File: src/rtl/pul_pkg.sv
package pul_pkg;
    typedef enum logic [1:0] {
        SZ_BYTE = 2'd0,
        SZ_HALF = 2'd1,
        SZ_WORD = 2'd2,
        SZ_DBL  = 2'd3
    } pul_size_e;

    typedef enum logic [2:0] {
        ST_IDLE,
        ST_READ,
        ST_REQ,
        ST_WAIT,
        ST_WB,
        ST_DONE
    } pul_state_e;

    localparam int unsigned PUL_NUM_SIZES = 4;
endpackage

File: src/rtl/pul_form_check.sv
module pul_form_check #(
    parameter int unsigned RIDX_W = 5
) (
    input  logic [RIDX_W-1:0] dst_idx,
    input  logic [RIDX_W-1:0] base_idx,
    output logic              bad_form
);
    localparam logic [RIDX_W-1:0] ZERO_IDX = '0;

    always_comb begin
        bad_form = (base_idx == ZERO_IDX) || (base_idx == dst_idx);
    end
endmodule

File: src/rtl/pul_extend.sv
module pul_extend
    import pul_pkg::*;
#(
    parameter int unsigned XLEN = 64
) (
    input  logic [XLEN-1:0] raw,
    input  logic [1:0]      size,
    input  logic            sign_en,
    output logic [XLEN-1:0] ext
);
    logic [XLEN-1:0] lane [PUL_NUM_SIZES];

    for (genvar k = 0; k < PUL_NUM_SIZES; k++) begin : g_lane
        localparam int unsigned W = 8 << k;
        if (W >= XLEN) begin : g_full
            assign lane[k] = raw;
        end else begin : g_part
            // the narrowest lane never sign-extends
            logic fill;
            assign fill    = (k != 0) && sign_en && raw[W-1];
            assign lane[k] = {{(XLEN-W){fill}}, raw[W-1:0]};
        end
    end

    always_comb begin
        ext = lane[size];
    end
endmodule

File: src/rtl/pul_ctrl.sv
module pul_ctrl
    import pul_pkg::*;
#(
    parameter int unsigned XLEN   = 64,
    parameter int unsigned RIDX_W = 5
) (
    input  logic              clk,
    input  logic              rst_n,
    input  logic              start,
    input  logic              bad_form,
    input  logic [1:0]        op_size,
    input  logic              op_signed,
    input  logic [RIDX_W-1:0] rt_sel,
    input  logic [RIDX_W-1:0] ra_sel,
    input  logic [RIDX_W-1:0] rb_sel,
    output logic [RIDX_W-1:0] rf_a_addr,
    input  logic [XLEN-1:0]   rf_a_data,
    output logic [RIDX_W-1:0] rf_b_addr,
    input  logic [XLEN-1:0]   rf_b_data,
    output logic              mem_req,
    output logic [XLEN-1:0]   mem_addr,
    output logic [1:0]        mem_size,
    input  logic              mem_valid,
    input  logic              mem_err,
    input  logic [XLEN-1:0]   ext_data,
    output logic [1:0]        size_q_o,
    output logic              sign_q_o,
    output logic              rt_we,
    output logic [RIDX_W-1:0] rt_waddr,
    output logic [XLEN-1:0]   rt_wdata,
    output logic              ra_we,
    output logic [RIDX_W-1:0] ra_waddr,
    output logic [XLEN-1:0]   ra_wdata,
    output logic              busy,
    output logic              done,
    output logic              invalid,
    output logic              err
);
    pul_state_e        state_q, state_d;
    logic [1:0]        size_q;
    logic              sign_q;
    logic [RIDX_W-1:0] rt_q, ra_q, rb_q;
    logic [XLEN-1:0]   addr_q, sum_q, load_q;
    logic              inv_q, err_q;

    always_comb begin
        state_d = state_q;
        unique case (state_q)
            ST_IDLE: if (start) state_d = bad_form ? ST_DONE : ST_READ;
            ST_READ: state_d = ST_REQ;
            ST_REQ:  state_d = ST_WAIT;
            ST_WAIT: if (mem_valid) state_d = mem_err ? ST_DONE : ST_WB;
            ST_WB:   state_d = ST_DONE;
            ST_DONE: state_d = ST_IDLE;
            default: state_d = ST_IDLE;
        endcase
    end

    always_ff @(posedge clk or negedge rst_n) begin
        if (!rst_n) state_q <= ST_IDLE;
        else        state_q <= state_d;
    end

    always_ff @(posedge clk or negedge rst_n) begin
        if (!rst_n) begin
            size_q <= '0;
            sign_q <= 1'b0;
            rt_q   <= '0;
            ra_q   <= '0;
            rb_q   <= '0;
            addr_q <= '0;
            sum_q  <= '0;
            load_q <= '0;
            inv_q  <= 1'b0;
            err_q  <= 1'b0;
        end else begin
            if (state_q == ST_IDLE && start) begin
                size_q <= op_size;
                sign_q <= op_signed;
                rt_q   <= rt_sel;
                ra_q   <= ra_sel;
                rb_q   <= rb_sel;
                inv_q  <= bad_form;
                err_q  <= 1'b0;
            end
            if (state_q == ST_READ) begin
                addr_q <= rf_a_data;
                sum_q  <= rf_a_data + rf_b_data;
            end
            if (state_q == ST_WAIT && mem_valid) begin
                load_q <= ext_data;
                err_q  <= mem_err;
            end
        end
    end

    always_comb begin
        rf_a_addr = ra_q;
        rf_b_addr = rb_q;
        mem_addr  = addr_q;
        mem_size  = size_q;
        size_q_o  = size_q;
        sign_q_o  = sign_q;
        rt_waddr  = rt_q;
        rt_wdata  = load_q;
        ra_waddr  = ra_q;
        ra_wdata  = sum_q;
        mem_req   = (state_q == ST_REQ);
        rt_we     = (state_q == ST_WB);
        ra_we     = (state_q == ST_WB);
        done      = (state_q == ST_DONE);
        invalid   = (state_q == ST_DONE) && inv_q;
        err       = (state_q == ST_DONE) && err_q;
        busy      = (state_q != ST_IDLE);
    end
endmodule

File: src/rtl/pul_load_unit.sv
module pul_load_unit
    import pul_pkg::*;
#(
    parameter int unsigned XLEN   = 64,
    parameter int unsigned RIDX_W = 5
) (
    input  logic              clk,
    input  logic              rst_n,
    input  logic              start,
    input  logic [1:0]        op_size,
    input  logic              op_signed,
    input  logic [RIDX_W-1:0] rt_sel,
    input  logic [RIDX_W-1:0] ra_sel,
    input  logic [RIDX_W-1:0] rb_sel,
    output logic [RIDX_W-1:0] rf_a_addr,
    input  logic [XLEN-1:0]   rf_a_data,
    output logic [RIDX_W-1:0] rf_b_addr,
    input  logic [XLEN-1:0]   rf_b_data,
    output logic              mem_req,
    output logic [XLEN-1:0]   mem_addr,
    output logic [1:0]        mem_size,
    input  logic              mem_valid,
    input  logic              mem_err,
    input  logic [XLEN-1:0]   mem_rdata,
    output logic              rt_we,
    output logic [RIDX_W-1:0] rt_waddr,
    output logic [XLEN-1:0]   rt_wdata,
    output logic              ra_we,
    output logic [RIDX_W-1:0] ra_waddr,
    output logic [XLEN-1:0]   ra_wdata,
    output logic              busy,
    output logic              done,
    output logic              invalid,
    output logic              err
);
    logic            bad_form;
    logic [1:0]      size_q;
    logic            sign_q;
    logic [XLEN-1:0] ext_data;

    pul_form_check #(.RIDX_W(RIDX_W)) u_form (
        .dst_idx  (rt_sel),
        .base_idx (ra_sel),
        .bad_form (bad_form)
    );

    pul_extend #(.XLEN(XLEN)) u_ext (
        .raw     (mem_rdata),
        .size    (size_q),
        .sign_en (sign_q),
        .ext     (ext_data)
    );

    pul_ctrl #(.XLEN(XLEN), .RIDX_W(RIDX_W)) u_ctrl (
        .clk       (clk),
        .rst_n     (rst_n),
        .start     (start),
        .bad_form  (bad_form),
        .op_size   (op_size),
        .op_signed (op_signed),
        .rt_sel    (rt_sel),
        .ra_sel    (ra_sel),
        .rb_sel    (rb_sel),
        .rf_a_addr (rf_a_addr),
        .rf_a_data (rf_a_data),
        .rf_b_addr (rf_b_addr),
        .rf_b_data (rf_b_data),
        .mem_req   (mem_req),
        .mem_addr  (mem_addr),
        .mem_size  (mem_size),
        .mem_valid (mem_valid),
        .mem_err   (mem_err),
        .ext_data  (ext_data),
        .size_q_o  (size_q),
        .sign_q_o  (sign_q),
        .rt_we     (rt_we),
        .rt_waddr  (rt_waddr),
        .rt_wdata  (rt_wdata),
        .ra_we     (ra_we),
        .ra_waddr  (ra_waddr),
        .ra_wdata  (ra_wdata),
        .busy      (busy),
        .done      (done),
        .invalid   (invalid),
        .err       (err)
    );
endmodule

File: config.mk
export PLATFORM = sky130hd
export DESIGN_NAME = pul_load_unit
export DESIGN_NICKNAME = d
export VERILOG_FILES = /design/src/rtl/pul_pkg.sv /design/src/rtl/pul_form_check.sv /design/src/rtl/pul_extend.sv /design/src/rtl/pul_ctrl.sv /design/src/rtl/pul_load_unit.sv
export SDC_FILE = /design/constraint.sdc
export NUM_CORES = 1
export LEC_CHECK = 0
export CELL_PAD_IN_SITES_DETAIL_PLACEMENT = 1
export CELL_PAD_IN_SITES_GLOBAL_PLACEMENT = 1
export CORE_ASPECT_RATIO = 2
export CORE_MARGIN = 2
export CORE_UTILIZATION = 30
export CTS_CLUSTER_SIZE = 28
export DETAILED_ROUTE_END_ITERATION = 6
export PLACE_DENSITY_LB_ADDON = 0.25
export SYNTH_ARGS = -nofsm -noshare
export SYNTH_HDL_FRONTEND = slang
export SYNTH_SLANG_ARGS = --single-unit
export TNS_END_PERCENT = 50
File: constraint.sdc
create_clock -name clk -period 2.3 [get_ports clk]
set_clock_uncertainty 0.05 [all_clocks]
set_input_delay 0.345 -clock clk [delete_from_list [all_inputs] [get_ports clk]]
set_output_delay 0.345 -clock clk [all_outputs]
set_load 0.005 [all_outputs]
==> results of run 1 <==
how the worst max path moves through the flow:
stage	slack, ns	depth (start not counted)	from	to
final	-0.22	13	rf_a_data[0]	u_ctrl.ra_wdata[16]
after global routing	-0.30	13	rf_a_data[0]	u_ctrl.ra_wdata[16]
after CTS	-0.27	12	rf_b_data[0]	u_ctrl.ra_wdata[54]
after detailed placement	-1.25	14	rf_a_data[0]	u_ctrl.ra_wdata[48]
after global placement	-1.20	14	rf_a_data[0]	u_ctrl.ra_wdata[48]
after floorplan	-0.37	11	rf_a_data[0]	u_ctrl.ra_wdata[56]
through the flow:
stage               power, mW  hold WS [ns]  area (um2)
floorplan                11.2     -0.000591       12400
global placement         17.8         0.292       19200
detailed placement       18.2         0.297       19200
CTS                      22.5        0.0462       21100
global route             24.0        0.0381       21600
finish                   22.5       0.00734       21600
registers in the layout, indices dropped and copies added, names as in the netlist:
signal            cells
u_ctrl.ra_waddr       5
u_ctrl.err_q          1
u_ctrl.inv_q          1
u_ctrl.mem_addr      64
u_ctrl.ra_wdata      64
u_ctrl.sign_q_o       1
u_ctrl.rf_b_addr      5
u_ctrl.rt_wdata      64
u_ctrl.state_q        3
u_ctrl.rt_waddr       5
u_ctrl.mem_size       2
critical path: cells and delay by family:
kind | cells | cell delay (ns)
adders and majority gates | 2 | 0.58
buffers and inverters | 3 | 0.38
xor gates and xnor gates | 1 | 0.17
AOI/OAI and AO/OA | 5 | 0.98
and+or+nand+nor | 2 | 0.44
cell type report:
class / count / area (um2)
Antenna cell: 9 / 22.5
Clock buffer: 31 / 656
Clock inverter: 9 / 75.1
Fill cell: 4713 / 19200
Inverter: 13 / 48.8
Multi-Input combinational cell: 1153 / 7990
Sequential cell: 215 / 5380
Tap cell: 535 / 669
Timing Repair Buffer: 746 / 6790
per-layer routing:
metal	vias to the layer above	wire [um]
met2	504	32700
met4	6	3350
met1	6727	19000
met3	174	3200
li1	6361	-
met5	-	33
what timing repair did:
action,CTS,global route
hold endpoints to repair,59,1
setup endpoints to repair,56,47
pin swaps,116,75
buffers inserted,26,21
hold buffers,4,1
resized for setup,304,128
cells by family after synthesis:
logic type / after synthesis / synth area share (%)
AND/OR/NAND/NOR: 666 / 22.2
AO/OA/AOI/OAI: 343 / 17.7
flip-flops: 215 / 43.6
buffers and inverters: 108 / 3.80
adder cells (fa/ha/maj): 64 / 6.55
XOR/XNOR: 61 / 4.33
multiplexers: 19 / 1.75
report_power, final:
part | switching, mW | internal (mW)
clock network | 1.69 | 2.10
logic | 5.53 | 6.23
registers | 1.28 | 5.70
total | 8.50 | 14.0
cell usage in the layout (no fill, tap or decap), types with 6 or more instances in the layout:
master / n
nand2_1: 452
clkdlybuf4s50_1: 337
buf_4: 278
dfrtp_1: 212
a21oi_1: 89
nor2_1: 87
o21ai_0: 48
dlygate4sd2_1: 48
ha_4: 47
o21ai_1: 34
a21o_1: 28
xnor2_1: 28
xor2_1: 28
clkbuf_16: 23
nand3_1: 21
nand4_1: 21
buf_6: 20
mux2_2: 17
a21oi_2: 16
a21oi_4: 16
dlymetal6s2s_1: 16
clkbuf_2: 14
inv_1: 13
o21bai_1: 13
ha_1: 13
o21ai_2: 12
buf_12: 11
diode_2: 9
clkdlybuf4s15_1: 9
o21a_1: 8
o211ai_1: 7
nor2b_1: 7
and2_1: 6
nor2_4: 6
nand2_2: 6
nor3_1: 6
and3_1: 6
clkinv_2: 6
buf_2: 6
==> results.json, run 1 <==
{
  "cts_htree_levels": 1,
  "grt_start_max_net_pins": 76,
  "max_freq_mhz": 396,
  "hpwl_um": 42800,
  "drt_wl_total_um": 58300,
  "grt_pass1_vias": 15200,
  "synth.top_cells.by_count": "nand2_1 (463), dfrtp_1 (215), a21oi_1 (118)",
  "ys_ff_latch": 215,
  "reg2regPathDepth": 4,
  "crit_arrival_ns": 2.90,
  "rsz0062_at_grt": "yes",
  "nets": 2431,
  "remaining_drc_errors": 0,
  "avgSynthCellArea_um2": 8.36,
  "grt-ovfl-total": 0,
  "routed_via_density": 5.08,
  "wl_per_cell_um": 21.5,
  "grt-busiest-layer": "met2",
  "grt_pass1_wl_um": 85900,
  "violations": "setup timing",
  "cpPeakStageDelay_ns": 0.42,
  "status": "complete, but fails checks",
  "finalCritPeriodShare_pct": 110,
  "synthArstFlopShare_pct": 100,
  "io_buffers": 435,
  "area_delta_synth_final_pct": 75.3,
  "place_inst": 2616,
  "synth_top_area_share_pct": 43.6,
  "cts.clk_slew.worst_paths_ns": 0.07,
  "powerDensity_nw_per_um2": 1040,
  "track_usage_pct": 25.6,
  "use_met3_pct": 5.10,
  "synth.cell_area_um2": 12300,
  "rr_endpoint": "u_ctrl.ra_wdata[57]",
  "clockRootBuffer": "clkbuf_16",
  "post-route-min-period_ns": 2.52,
  "cts_tree": "built",
  "vdd_drop_max_uv": 724,
  "yosysTopAreaCell": "dfrtp_1",
  "drt_first_pass_iters": 4,
  "yosysMostFrequentCell": "nand2_1",
  "worst_slack_ns": -0.223,
  "gr-usage-met1_pct": 23.7,
  "synth_cell_type_count": 76,
  "drive_above_1_share_pct": 27.2,
  "synth_area_leaders": "dfrtp_1 (44%), nand2_1 (14%), ha_1 (6.4%)",
  "cts_sinks": 215,
  "min_from": "rf_a_data[2]",
  "rrSetupSlack_ns": 0.36,
  "setup_viol": 29,
  "crit-reg2reg-launch": "u_ctrl.state_q[1]",
  "p_leak_nw": 9.91,
  "synthCells": 1476,
  "antenna_found_initial": 14,
  "ios": 436,
  "min_path_cells": 3,
  "hp-class": "primary input to flop",
  "initial_utilization_pct": 30.2,
  "worst_hold_path.endpoint": "u_ctrl.mem_addr[2]",
  "die_h_um": 291,
  "slew_violations": 0,
  "grt_util_met2_pct": 50.9,
  "syn-num-nets": 1755,
  "num_rows": 105,
  "core-area_um2": 40900,
  "synth_edf_count": 0,
  "fin_cells": 2711,
  "required_ns": 2.67,
  "cts_made_buffers": 23,
  "die-area_um2": 42900,
  "clockBufferDepth": 3,
  "yosys_warnings": 0,
  "postRouteAntennaNets": 0,
  "gp_congestion": 0.884,
  "ys_seq_area_share_pct": 43.6,
  "utilization_pct": 52.9,
  "start_kind": "primary input",
  "slowest_stage": "fa_2",
  "path_max_fanout": 3,
  "fin_setup_tns_ns": -3.30,
  "crit_type": "primary input to flop",
  "die_w_um": 147,
  "pre_cts_ws_ns": -1.25,
  "crit_chain": "buf_6, ha_4, fa_2, a211o_1, a211oi_2, buf_4, buf_4, nor2_2, or3b_4, a21o_1, a21oi_2, xor2_1, o21ai_1",
  "detailroute.via_count": 13800,
  "slew-limit-headroom_pct": 63.6,
  "drv_cap": 0,
  "synth_ff_type": "dfrtp_1",
  "finalHoldViolCount": 0,
  "worstMarginPinSlew_ns": 0.546,
  "drt_iter0_drc": 433,
  "cpMostUsedCell": "buf_4",
  "cp-end-kind": "flop",
  "insertion_delay_ns": 0.53
}
(Power assumes the default switching activity.)
==> run 2, diff against run 1 <==
--- a/config.mk
+++ b/config.mk
@@ -16,4 +16,4 @@
 export SYNTH_ARGS = -nofsm -noshare
 export SYNTH_HDL_FRONTEND = slang
 export SYNTH_SLANG_ARGS = --single-unit
-export TNS_END_PERCENT = 50
+export TNS_END_PERCENT = 10
==> results.json, run 2 (same netlist as run 1, synthesis figures left out) <==
{
  "rsz0062_at_grt": "yes",
  "area_delta_synth_final_pct": 72.4,
  "finalCritPeriodShare_pct": 108,
  "rrSetupSlack_ns": 0.35,
  "detailroute.via_count": 13500,
  "routed.top_layer": "met5",
  "grt_pass1_vias": 15100,
  "final_cell_mix": "nand2_1 (455), clkdlybuf4s50_1 (351), buf_4 (263)",
  "fin_cells": 2685,
  "crit_family": "compound AO/OA/AOI/OAI gates",
  "dr_wl_met3_um": 3090,
  "num_rows": 105,
  "initial_utilization_pct": 30.2,
  "io_buffers": 435,
  "vdd_drop_max_uv": 616,
  "pre_cts_ws_ns": -1.37,
  "finalInstanceArea_um2": 21300,
  "track_usage_pct": 24.7,
  "crit_type": "primary input to flop",
  "die-area_um2": 42900,
  "finalHoldViolCount": 0,
  "max_freq_mhz": 402,
  "ios": 436,
  "status": "complete, but fails checks",
  "slew-limit-headroom_pct": 63.2,
  "n_fill_cell": 4629,
  "die_h_um": 291,
  "worstPathBufferInverterCount": 2,
  "wl_met1_um": 18000,
  "grt_start_max_net_pins": 77,
  "cts_htree_levels": 1,
  "whs_ns": 0.0137,
  "drive_above_1_share_pct": 24.9,
  "hp-class": "primary input to flop",
  "wl_met2_um": 31500,
  "final_common_cell": "nand2_1",
  "post-route-min-period_ns": 2.49,
  "cts_sinks": 215,
  "place_area_um2": 19100,
  "start_kind": "primary input",
  "wl_per_cell_um": 20.8,
  "insertion_delay_ns": 0.54,
  "hpwl_um": 41700,
  "core-area_um2": 40900,
  "cts.clk_slew.worst_paths_ns": 0.07,
  "required_ns": 2.68,
  "antenna_found_initial": 11,
  "postRouteAntennaNets": 0,
  "crit_chain": "clkdlybuf4s50_1, ha_4, a21oi_2, o21ai_2, a221o_1, a211o_1, o21ba_4, a21oi_4, buf_6, xor2_1, o21ai_1",
  "grt-ovfl-total": 0,
  "worstMarginPinSlew_ns": 0.546,
  "die_w_um": 147,
  "p_leak_nw": 9.89,
  "clockBufferDepth": 3,
  "drt_wl_total_um": 56000,
  "drt_first_pass_iters": 4,
  "cts_made_buffers": 24,
  "place_inst": 2611,
  "grt_pass1_wl_um": 83400,
  "clockRootBuffer": "clkbuf_16",
  "cpPeakStageDelay_ns": 0.54,
  "remaining_drc_errors": 0,
  "crit_arrival_ns": 2.87,
  "gp_congestion": 0.901,
  "nets": 2403,
  "powerDensity_nw_per_um2": 1040,
  "cts_tree": "built",
  "slowest_stage": "clkdlybuf4s50_1",
  "drt_iter0_drc": 350,
  "slew_violations": 0,
  "setup_viol": 30,
  "routed_via_density": 5.04,
  "path_max_fanout": 4,
  "cp-end-kind": "flop",
  "worst_slack_ns": -0.189,
  "drv_cap": 0,
  "violations": "setup timing"
}
==> run 2: worst min-delay path, stage by stage <==
cell	delay, ns
clkbuf_2	0.11
nand2_1	0.06
nand2_1	0.04
==> run 2: layer usage <==
layer  track usage [%]  up-vias
met4              13.1        2
met5                 0        -
li1                  -     6299
met2              49.5      462
met3              5.15      166
met1              22.5     6602
==> run 2: final timing paths <==
check / startpoint / endpoint / cells past startpoint
worst max-delay path: rf_a_data[39] / u_ctrl.ra_wdata[54] / 11
worst min-delay path: rf_a_data[30] / u_ctrl.mem_addr[30] / 3
worst max register to register: u_ctrl.state_q[1] / u_ctrl.mem_addr[19] / 5
worst min register to register: u_ctrl.rt_wdata[10] / u_ctrl.rt_wdata[10] / 2
max in group asynchronous: rst_n / u_ctrl.rt_wdata[18] / 3
min in group asynchronous: rst_n / u_ctrl.mem_addr[49] / 2
==> run 2: cell type report <==
type | count | area, um2 | area share [%]
multi-input combinational | 1153 | 7760 | 36.5
timing repair buffer | 717 | 6650 | 31.3
sequential | 215 | 5380 | 25.3
clock buffer | 38 | 714 | 3.36
tap | 535 | 669 | 3.15
clock inverter | 3 | 15.0 | 0.0706
antenna | 11 | 27.5 | 0.129
inverter | 13 | 48.8 | 0.229
==> run 2: power by group <==
group | internal, mW | leakage [nW] | switching (mW)
Combinational | 6.09 | 6.92 | 5.42
Sequential | 5.71 | 2.61 | 1.22
Clock | 2.11 | 0.359 | 1.67
==> run 2: repair_timing <==
action,4_1_cts,5_1_grt
endpoints found under the setup margin,57,50
endpoints found under the hold margin,38,0
hold buffers,2,0
gates resized for setup,161,188
setup buffers,5,17
pin swaps,56,96
==> run 2: through the flow <==
stage | util [%] | power, mW | TNS [ns]
after detailed placement | 46.8 | 18.1 | -54.22
after floorplan | - | 11.2 | -8.43
final | 52.1 | 22.2 | -2.82
after CTS | 49.9 | 22.2 | -5.32
after global routing | 52.1 | 23.8 | -6.25
after global placement | 46.8 | 17.6 | -51.27
